===== src/rtl/clksw_pkg.sv =====
package clksw_pkg;

    localparam int          CODE_W      = 8;
    localparam int          CRST_W      = 2;
    localparam logic [7:0]  CODE_PLL    = 8'h21;
    localparam logic [7:0]  CODE_HOST   = 8'h23;
    localparam logic [7:0]  SMR_BITS    = 8'h32;
    localparam logic [1:0]  CRST_ON     = 2'b11;
    localparam logic [1:0]  CRST_OFF    = 2'b00;

    typedef enum logic [2:0] {
        ST_IDLE,
        ST_ISOLATE,
        ST_SELECT,
        ST_SMRST,
        ST_RELEASE
    } seq_state_e;

    function automatic logic code_legal(input logic [CODE_W-1:0] code);
        return (code == CODE_PLL) || (code == CODE_HOST);
    endfunction

    function automatic logic [CODE_W-1:0] pick_code(input logic wr, input logic fast);
        return (wr || fast) ? CODE_PLL : CODE_HOST;
    endfunction

endpackage


===== src/rtl/clksw_policy.sv =====
module clksw_policy
    import clksw_pkg::*;
(
    input  logic              op_write,
    input  logic              host_fast,
    output logic [CODE_W-1:0] need_code
);

    always_comb begin
        need_code = pick_code(op_write, host_fast);
    end

endmodule


===== src/rtl/clksw_step_timer.sv =====
module clksw_step_timer #(
    parameter int STEP_CYC = 4
) (
    input  logic clk,
    input  logic rst,
    input  logic run,
    output logic last
);

    localparam int CW = (STEP_CYC > 1) ? $clog2(STEP_CYC) : 1;
    localparam logic [CW-1:0] LAST_VAL = CW'(STEP_CYC - 1);

    logic [CW-1:0] cnt_q;

    assign last = run && (cnt_q == LAST_VAL);

    always_ff @(posedge clk) begin
        if (rst) begin
            cnt_q <= '0;
        end else if (!run || last) begin
            cnt_q <= '0;
        end else begin
            cnt_q <= cnt_q + 1'b1;
        end
    end

    AST_STEP_BOUND: assert property (@(posedge clk) disable iff (rst)
        cnt_q <= LAST_VAL);

endmodule


===== src/rtl/clksw_ctl_rmw.sv =====
module clksw_ctl_rmw
    import clksw_pkg::*;
#(
    parameter int NCH = 2
) (
    input  logic             clk,
    input  logic             rst,
    input  logic             fire,
    input  logic [NCH*8-1:0] ctrl_in,
    output logic [NCH-1:0]   wr_en,
    output logic [NCH*8-1:0] wr_data
);

    for (genvar c = 0; c < NCH; c++) begin : g_ch
        logic       en_q;
        logic [7:0] dat_q;

        always_ff @(posedge clk) begin
            if (rst) begin
                en_q  <= 1'b0;
                dat_q <= '0;
            end else begin
                en_q <= fire;
                if (fire) begin
                    dat_q <= ctrl_in[c*8 +: 8] | SMR_BITS;
                end
            end
        end

        assign wr_en[c]          = en_q;
        assign wr_data[c*8 +: 8] = dat_q;

        AST_STROBE_SINGLE: assert property (@(posedge clk) disable iff (rst)
            en_q |=> !en_q);
    end

endmodule


===== src/rtl/clksw_seq.sv =====
module clksw_seq
    import clksw_pkg::*;
#(
    parameter int NCH      = 2,
    parameter int STEP_CYC = 4
) (
    input  logic              clk,
    input  logic              rst,
    input  logic              req_valid,
    input  logic [7:0]        req_code,
    input  logic [NCH*8-1:0]  chan_ctrl,
    input  logic              pol_write,
    input  logic              pol_host_fast,
    output logic [7:0]        pol_code,
    output logic [NCH-1:0]    bus_tri,
    output logic [7:0]        clk_sel,
    output logic [1:0]        chan_rst,
    output logic [NCH-1:0]    smr_wr_en,
    output logic [NCH*8-1:0]  smr_wr_data,
    output logic              busy,
    output logic              done
);

    seq_state_e        state_q;
    logic [NCH-1:0]    tri_q;
    logic [CODE_W-1:0] sel_q;
    logic [CODE_W-1:0] pend_q;
    logic [CRST_W-1:0] crst_q;
    logic              done_q;
    logic              step_last;
    logic              accept;
    logic              smr_fire;

    clksw_policy u_policy (
        .op_write  (pol_write),
        .host_fast (pol_host_fast),
        .need_code (pol_code)
    );

    clksw_step_timer #(.STEP_CYC(STEP_CYC)) u_timer (
        .clk  (clk),
        .rst  (rst),
        .run  (state_q != ST_IDLE),
        .last (step_last)
    );

    assign accept   = (state_q == ST_IDLE) && req_valid &&
                      code_legal(req_code) && (req_code != sel_q);
    assign smr_fire = (state_q == ST_SELECT) && step_last;

    clksw_ctl_rmw #(.NCH(NCH)) u_rmw (
        .clk     (clk),
        .rst     (rst),
        .fire    (smr_fire),
        .ctrl_in (chan_ctrl),
        .wr_en   (smr_wr_en),
        .wr_data (smr_wr_data)
    );

    always_ff @(posedge clk) begin
        if (rst) begin
            state_q <= ST_IDLE;
            tri_q   <= '0;
            sel_q   <= CODE_PLL;
            pend_q  <= CODE_PLL;
            crst_q  <= CRST_OFF;
            done_q  <= 1'b0;
        end else begin
            done_q <= 1'b0;
            unique case (state_q)
                ST_IDLE: begin
                    if (accept) begin
                        state_q <= ST_ISOLATE;
                        tri_q   <= '1;
                        pend_q  <= req_code;
                    end
                end
                ST_ISOLATE: begin
                    if (step_last) begin
                        state_q <= ST_SELECT;
                        sel_q   <= pend_q;
                        crst_q  <= CRST_ON;
                    end
                end
                ST_SELECT: begin
                    if (step_last) begin
                        state_q <= ST_SMRST;
                    end
                end
                ST_SMRST: begin
                    if (step_last) begin
                        state_q <= ST_RELEASE;
                        crst_q  <= CRST_OFF;
                    end
                end
                ST_RELEASE: begin
                    if (step_last) begin
                        state_q <= ST_IDLE;
                        tri_q   <= '0;
                        done_q  <= 1'b1;
                    end
                end
                default: state_q <= ST_IDLE;
            endcase
        end
    end

    assign bus_tri  = tri_q;
    assign clk_sel  = sel_q;
    assign chan_rst = crst_q;
    assign busy     = (state_q != ST_IDLE);
    assign done     = done_q;

    AST_ISO_BEFORE_SEL: assert property (@(posedge clk) disable iff (rst)
        !$stable(sel_q) |-> (&tri_q) && (&$past(tri_q)));

    AST_SEL_LEGAL: assert property (@(posedge clk) disable iff (rst)
        code_legal(sel_q));

    AST_SEL_WITH_RST: assert property (@(posedge clk) disable iff (rst)
        !$stable(sel_q) |-> (crst_q == CRST_ON));

    AST_STROBE_IN_RST: assert property (@(posedge clk) disable iff (rst)
        (|smr_wr_en) |-> (crst_q == CRST_ON) && (&tri_q));

    AST_RECONNECT_LAST: assert property (@(posedge clk) disable iff (rst)
        done_q |-> (crst_q == CRST_OFF) && ($past(crst_q) == CRST_OFF) &&
                   (&$past(tri_q)) && !(|tri_q));

    AST_DONE_SINGLE: assert property (@(posedge clk) disable iff (rst)
        done_q |=> !done_q);

    AST_BUSY_HOLDS_TARGET: assert property (@(posedge clk) disable iff (rst)
        (state_q != ST_IDLE) && req_valid |=> $stable(pend_q));

endmodule


===== config.mk =====
export PLATFORM = sky130hd
export DESIGN_NAME = clksw_seq
export DESIGN_NICKNAME = d
export VERILOG_FILES = /design/src/rtl/clksw_pkg.sv /design/src/rtl/clksw_policy.sv /design/src/rtl/clksw_step_timer.sv /design/src/rtl/clksw_ctl_rmw.sv /design/src/rtl/clksw_seq.sv
export SDC_FILE = /design/constraint.sdc
export NUM_CORES = 1
export LEC_CHECK = 0
export BUFFER_PORTS_ARGS = -buffer_cell sky130_fd_sc_hd__buf_2
export CORE_MARGIN = 3
export CORE_UTILIZATION = 30
export DETAILED_ROUTE_END_ITERATION = 12
export HOLD_SLACK_MARGIN = 0.03
export MAX_ROUTING_LAYER = met4
export SLEW_MARGIN = 20
export SYNTH_ARGS = -nofsm -noshare
export SYNTH_HDL_FRONTEND = slang
export SYNTH_SLANG_ARGS = --single-unit

===== constraint.sdc =====
create_clock -name clk -period 4 [get_ports clk]
set_input_delay 1 -clock clk [delete_from_list [all_inputs] [get_ports clk]]
set_output_delay 1 -clock clk [all_outputs]
set_load 0.01 [all_outputs]

==> metrics, run 1 <==
most common library cells after synthesis=37 x sky130_fd_sc_hd__nand2_1, 36 x sky130_fd_sc_hd__dfxtp_1, 18 x sky130_fd_sc_hd__a21oi_1; minimum period implied by the final worst setup slack=2.366 ns; total global-route track usage=10.63%; placer's final routability congestion estimate=0.7375; category of the most critical setup path=reg2out; cell area power density=350.8 nW/um^2; routed vias/inst=4.331; Worst-Skew Late Latency=0.28 ns; total leakage power=0.8298 nW; number of antenna-violating nets in the routed design=0; Async SR Flop Fraction=0%; clk root buf=sky130_fd_sc_hd__clkbuf_8; number of cells produced by synthesis=174; Tightest Pin Transition=0.6423 ns; global-route wire length before repair=4823 um; ratio of final minimum period to clock period=59.14%; Detailed Route WL=3069 um; commonest register cell after synthesis=sky130_fd_sc_hd__dfxtp_1; drc violations=0; clock-pin transition on the worst setup and hold timing paths=0.07 ns; maximum VDD drop=0.0001830 V; number of global-route vias before repair=1021; headroom to the max-slew limit=57.18%; worst path cell trace=nor3_1 -> inv_1 -> buf_2; total of buffers placed on input and output ports=55; Remaining Overflow, GRT=0; detailed-route via count=1230; Fin Setup TNS=0 ns; total standard cell area after synthesis=1545 um^2; most common cell in the netlist=sky130_fd_sc_hd__nand2_1; largest area contributor in the synthesized netlist=sky130_fd_sc_hd__dfxtp_1; Fin. Hold Viols=0; Synth-to-Final Area Change=20.08%; drt first pass iters=4; final worst clock skew=0.003516 ns; Initial DRC Count=62; area share of the leading cell type in the synthesized netlist=46.64%; mean instance size in the synthesized netlist=8.881 um^2; Critical Path RT=3.00 ns; WHS=0.4346 ns; antenna diode instance count=0; number of storage elements in the synthesis netlist=36; DIE AREA=6048 um^2; share of cells above drive strength 1=31.80%; dpl hpwl=2244 um; maximum number of buffers from clock root to sink=2; maximum capacitance violations=0; Critical Path Slowest Stage Cell=sky130_fd_sc_hd__dfxtp_1; standard cell area after detailed placement=1765 um^2; post-CTS setup repair buffer count=0; CTS tree=done; number of nets in the layout=246; clock buffers created by TritonCTS=5; highest attainable clock frequency=422.7 MHz; ranking of synthesized cells by area=sky130_fd_sc_hd__dfxtp_1 47%, sky130_fd_sc_hd__nand2_1 9.0%, sky130_fd_sc_hd__buf_4 7.8%; clk sink count=36; die extent in x=77.77 um; number of buffer and inverter instances along the worst setup path=2; deepest level of the CTS H-tree=2; maximum fanout along the worst path=11; number of library cell types mapped by synthesis=31; fillcell total=498; Slew Viols, Final=0; smallest setup slack after layout=1.634 ns; dominant delay contributor by cell family on the critical path=flip-flops; Ys Warns=0; status=complete, no violations; Die Height=77.77 um; routed length per instance=10.81 um; number of synthesized flops with an enable pin=0; floorplan row count=25; Hold Path Class=reg2reg; IO Count=69; share of synthesized area occupied by flip-flops and latches=46.64%; crit start category=register; starting density of the core=31.87%; number of instances resized during post-cts repair=0; Post-CTS Hold Buffers=0; final standard cell area without fillers=1856 um^2; endpoint class of the critical path=primary output; Floorplan Core Area=4848 um^2; minimum setup slack after placement=1.666 ns; unrepaired setup endpoints after global routing=no; data arrival at the endpoint of the critical path=1.37 ns; maximum number of pins on one net before global-route repair=39; longest individual stage delay on the worst path=0.41 ns; count of final setup violators=0; initial antenna violation count=0
-- layout make-up --
class / count / area [um^2] / area share, %
Inverter: 3 / 11.26 / 0.6069
Sequential cell: 36 / 720.7 / 38.84
Clock buffer: 8 / 90.09 / 4.855
Timing Repair Buffer: 55 / 275.3 / 14.83
Tap cell: 67 / 83.83 / 4.518
Multi-Input combinational cell: 115 / 674.4 / 36.35
-- cell usage in the layout (no fill, tap or decap), drive strengths merged, types with 3 or more instances in the layout --
cell type  instances
buf               55
nand2             37
dfxtp             36
a21oi             18
nor2              10
xor2               9
clkbuf             8
conb               7
nor3b              5
inv                3
or3                3
nor3               3
nor4               3
-- final timing paths --
| kind | from | to | slack (ns) | depth (start not counted) |
|---|---|---|---|---|
| setup / recovery | state_q[2]$_SDFFE_PP0P_ | busy | 1.63 | 3 |
| hold reg to reg | u_timer.cnt_q[0]$_SDFF_PP0_ | u_timer.cnt_q[0]$_SDFF_PP0_ | 0.43 | 1 |
| setup reg to reg | u_timer.cnt_q[0]$_SDFF_PP0_ | clk_sel[2]$_SDFFE_PP0P_ | 2.36 | 5 |
| hold / removal | u_timer.cnt_q[0]$_SDFF_PP0_ | u_timer.cnt_q[0]$_SDFF_PP0_ | 0.43 | 1 |
-- flip-flops by register name, summed over array words and instances, names as in the netlist --
| name | count |
|---|---|
| chan_rst | 1 |
| u_rmw.g_ch.dat_q | 11 |
| u_rmw.g_ch.en_q | 1 |
| u_timer.cnt_q | 2 |
| clk_sel | 8 |
| state_q | 3 |
| done | 1 |
| bus_tri | 1 |
| pend_q | 8 |
-- cells by family after synthesis --
kind of cell / share of synthesized area [%]
muxes: 0.6478
and+or+nand+nor: 25.34
buffers and inverters: 10.93
other: 0.4860
DFF: 46.64
xor gates and xnor gates: 5.101
adders and majority gates: 0.8096
AOI/OAI and AO/OA: 10.04
-- routing by layer --
layer | routed length, um | track usage, % | share of wire [%] | up-vias
li1 | - | - | - | 636
met1 | 1338 | 12.80 | 44 | 553
met2 | 1456 | 14.90 | 47 | 33
met3 | 180 | 4.524 | 5.9 | 8
met4 | 93 | 5.694 | 3.0 | 0
met5 | 0 | - | 0 | -
-- power by group --
| group | leakage (nW) | total [mW] | internal, mW | switching, mW |
|---|---|---|---|---|
| Sequential | 0.290 | 0.359 | 0.358 | 0.000102 |
| Combinational | 0.494 | 0.0316 | 0.0126 | 0.0190 |
| Clock | 0.0455 | 0.261 | 0.140 | 0.120 |
| Total | 0.830 | 0.651 | 0.511 | 0.139 |
-- stage by stage --
stage	power, mW	cells	utilization [%]
after floorplan	0.3888	179	-
final	0.6509	284	38.27
after detailed placement	0.3985	276	36.41
after global placement	0.3984	276	36.41
after global routing	0.6814	284	38.27
after CTS	0.6610	284	38.27
Note: power is estimated with default switching activity, not from simulation.
==> run 2: changes to the inputs <==
==> constraint.sdc (replaced) <==
create_clock -name clk -period 2.3 [get_ports clk]
set_input_delay 0.575 -clock clk [delete_from_list [all_inputs] [get_ports clk]]
set_output_delay 0.575 -clock clk [all_outputs]
set_load 0.01 [all_outputs]
==> run 2 against run 1 <==
Die area unchanged. Clock power increased by 75%. Cell area grew 0.54%. Via count is 0.57% lower. Combinational power up 79%. Critical endpoint unchanged. Largest cell class unchanged. Largest power group unchanged. Highest routed layer unchanged.
==> metrics, run 2 (synthesized netlist as in run 1, its figures left out) <==
clk root buf=sky130_fd_sc_hd__clkbuf_8; largest register by flop count=u_rmw.g_ch.dat_q; final standard cell area without fillers=1866 um^2; placer's final routability congestion estimate=0.7289; post-route insts no fill=285; antenna diode instance count=0; maximum number of pins on one net before global-route repair=21; maximum capacitance violations=0; drc violations=0; Detailed Route WL=3138 um; status=complete, no violations; highest attainable clock frequency=522.5 MHz; Die Height=77.77 um; P_int=885.0 uW; post-layout power=1.136 mW; maximum VDD drop=0.0002811 V; total global-route track usage=10.95%; unrepaired setup endpoints after global routing=no; ratio of final minimum period to clock period=83.21%; category of the most critical setup path=reg2out; routed length per instance=11.01 um; detailed-route via count=1223; standard cell area after detailed placement=1773 um^2; die extent in x=77.77 um; clk sink count=36; Remaining Overflow, GRT=0; number of antenna-violating nets in the routed design=0; global-route wire length before repair=5071 um; Hold Path Class=reg2reg; share of cells above drive strength 1=33.03%; total of buffers placed on input and output ports=55; WHS=0.4395 ns; number of nets in the layout=247; drt first pass iters=4; minimum period implied by the final worst setup slack=1.914 ns; IO Count=69; maximum fanout along the worst path=11; headroom to the max-slew limit=64.99%; maximum number of buffers from clock root to sink=2; number of flip-flops under the largest register name=11; clock buffers created by TritonCTS=5; Post-CTS Hold Buffers=0; DIE AREA=6048 um^2; total leakage power=0.8400 nW; post-CTS setup repair buffer count=0; clock-pin transition on the worst setup and hold timing paths=0.07 ns; number of global-route vias before repair=1095; Clk network pwr share=40.1%; CTS tree=done; Critical Path RT=1.73 ns; share of total power in sequential cells=54.9%; starting density of the core=31.87%; fraction of power spent switching nets=22.07%; number of instances resized during post-cts repair=0; cell area power density=608.7 nW/um^2; Tightest Pin Transition=0.5223 ns; Post-Place Cells=277; deepest level of the CTS H-tree=2; Slew Viols, Final=0; endpoint class of the critical path=primary output; count of final setup violators=0; combinational fraction of design power=5.0%; floorplan row count=25; Fin. Hold Viols=0; dpl hpwl=2302 um; Fin Setup TNS=0 ns; crit start category=register; initial antenna violation count=0; Floorplan Core Area=4848 um^2; final worst clock skew=0.009452 ns; Worst-Skew Late Latency=0.28 ns; routed vias/inst=4.291; Synth-to-Final Area Change=20.73%; Initial DRC Count=70; Psw=250.6 uW; top library cells by usage in the layout, fill and taps aside=55 x sky130_fd_sc_hd__buf_2, 37 x sky130_fd_sc_hd__nand2_1, 36 x sky130_fd_sc_hd__dfxtp_1; most common cell after layout, fill and taps aside=sky130_fd_sc_hd__buf_2; data arrival at the endpoint of the critical path=1.34 ns
[run 2: changes by cell type in the layout (fill, tap and decap cells not counted)]
cell,previous run,this run
sky130_fd_sc_hd__clkbuf_1,2,0
sky130_fd_sc_hd__clkinv_2,0,2
sky130_fd_sc_hd__buf_4,0,1
[run 2: critical path, cell delays in order, from the launching register on]
cell                      delay [ns]
sky130_fd_sc_hd__dfxtp_1        0.41
sky130_fd_sc_hd__nor3_1         0.34
sky130_fd_sc_hd__inv_1          0.14
sky130_fd_sc_hd__buf_2          0.17
[run 2: layout make-up]
| cell class | count | area [um^2] |
|---|---|---|
| multi-input combinational | 115 | 674.4 |
| fill | 540 | 2983 |
| tap | 67 | 83.83 |
| sequential | 36 | 720.7 |
| clock buffer | 6 | 82.58 |
| inverter | 3 | 11.26 |
| clock inverter | 2 | 10.01 |
| timing repair buffer | 56 | 282.8 |
[run 2: through the flow]
step           setup slack [ns]  util, %
2_1_floorplan            0.6506        -
3_3_place_gp             0.4176    36.57
3_5_place_dp             0.3868    36.57
4_1_cts                  0.3660    38.48
5_1_grt                  0.2568    38.48
6_report                 0.3862    38.48
[run 2: power by group through the flow]
stage | Clock, mW | Combinational (mW) | Sequential [mW]
2_1_floorplan | 0 | 0.0385 | 0.638
3_3_place_gp | 0 | 0.0565 | 0.638
3_5_place_dp | 0 | 0.0567 | 0.638
4_1_cts | 0.476 | 0.0570 | 0.623
5_1_grt | 0.506 | 0.0629 | 0.623
6_report | 0.456 | 0.0566 | 0.623
[run 2: per-layer routing]
layer / track usage [%] / vias to the layer above / part of all wire (%)
li1: - / 642 / -
met1: 12.72 / 545 / 46
met2: 16.95 / 29 / 47
met3: 2.900 / 7 / 4.2
met4: 6.406 / 0 / 2.3
met5: - / - / 0
[run 2: path summary, 6_finish.rpt]
check                           endpoint  slack, ns  cells past startpoint                        start
min reg2reg  u_timer.cnt_q[0]$_SDFF_PP0_       0.44                      1  u_timer.cnt_q[0]$_SDFF_PP0_
min          u_timer.cnt_q[0]$_SDFF_PP0_       0.44                      1  u_timer.cnt_q[0]$_SDFF_PP0_
max                                 busy       0.39                      3      state_q[2]$_SDFFE_PP0P_
max reg2reg      clk_sel[2]$_SDFFE_PP0P_       0.68                      5  u_timer.cnt_q[0]$_SDFF_PP0_
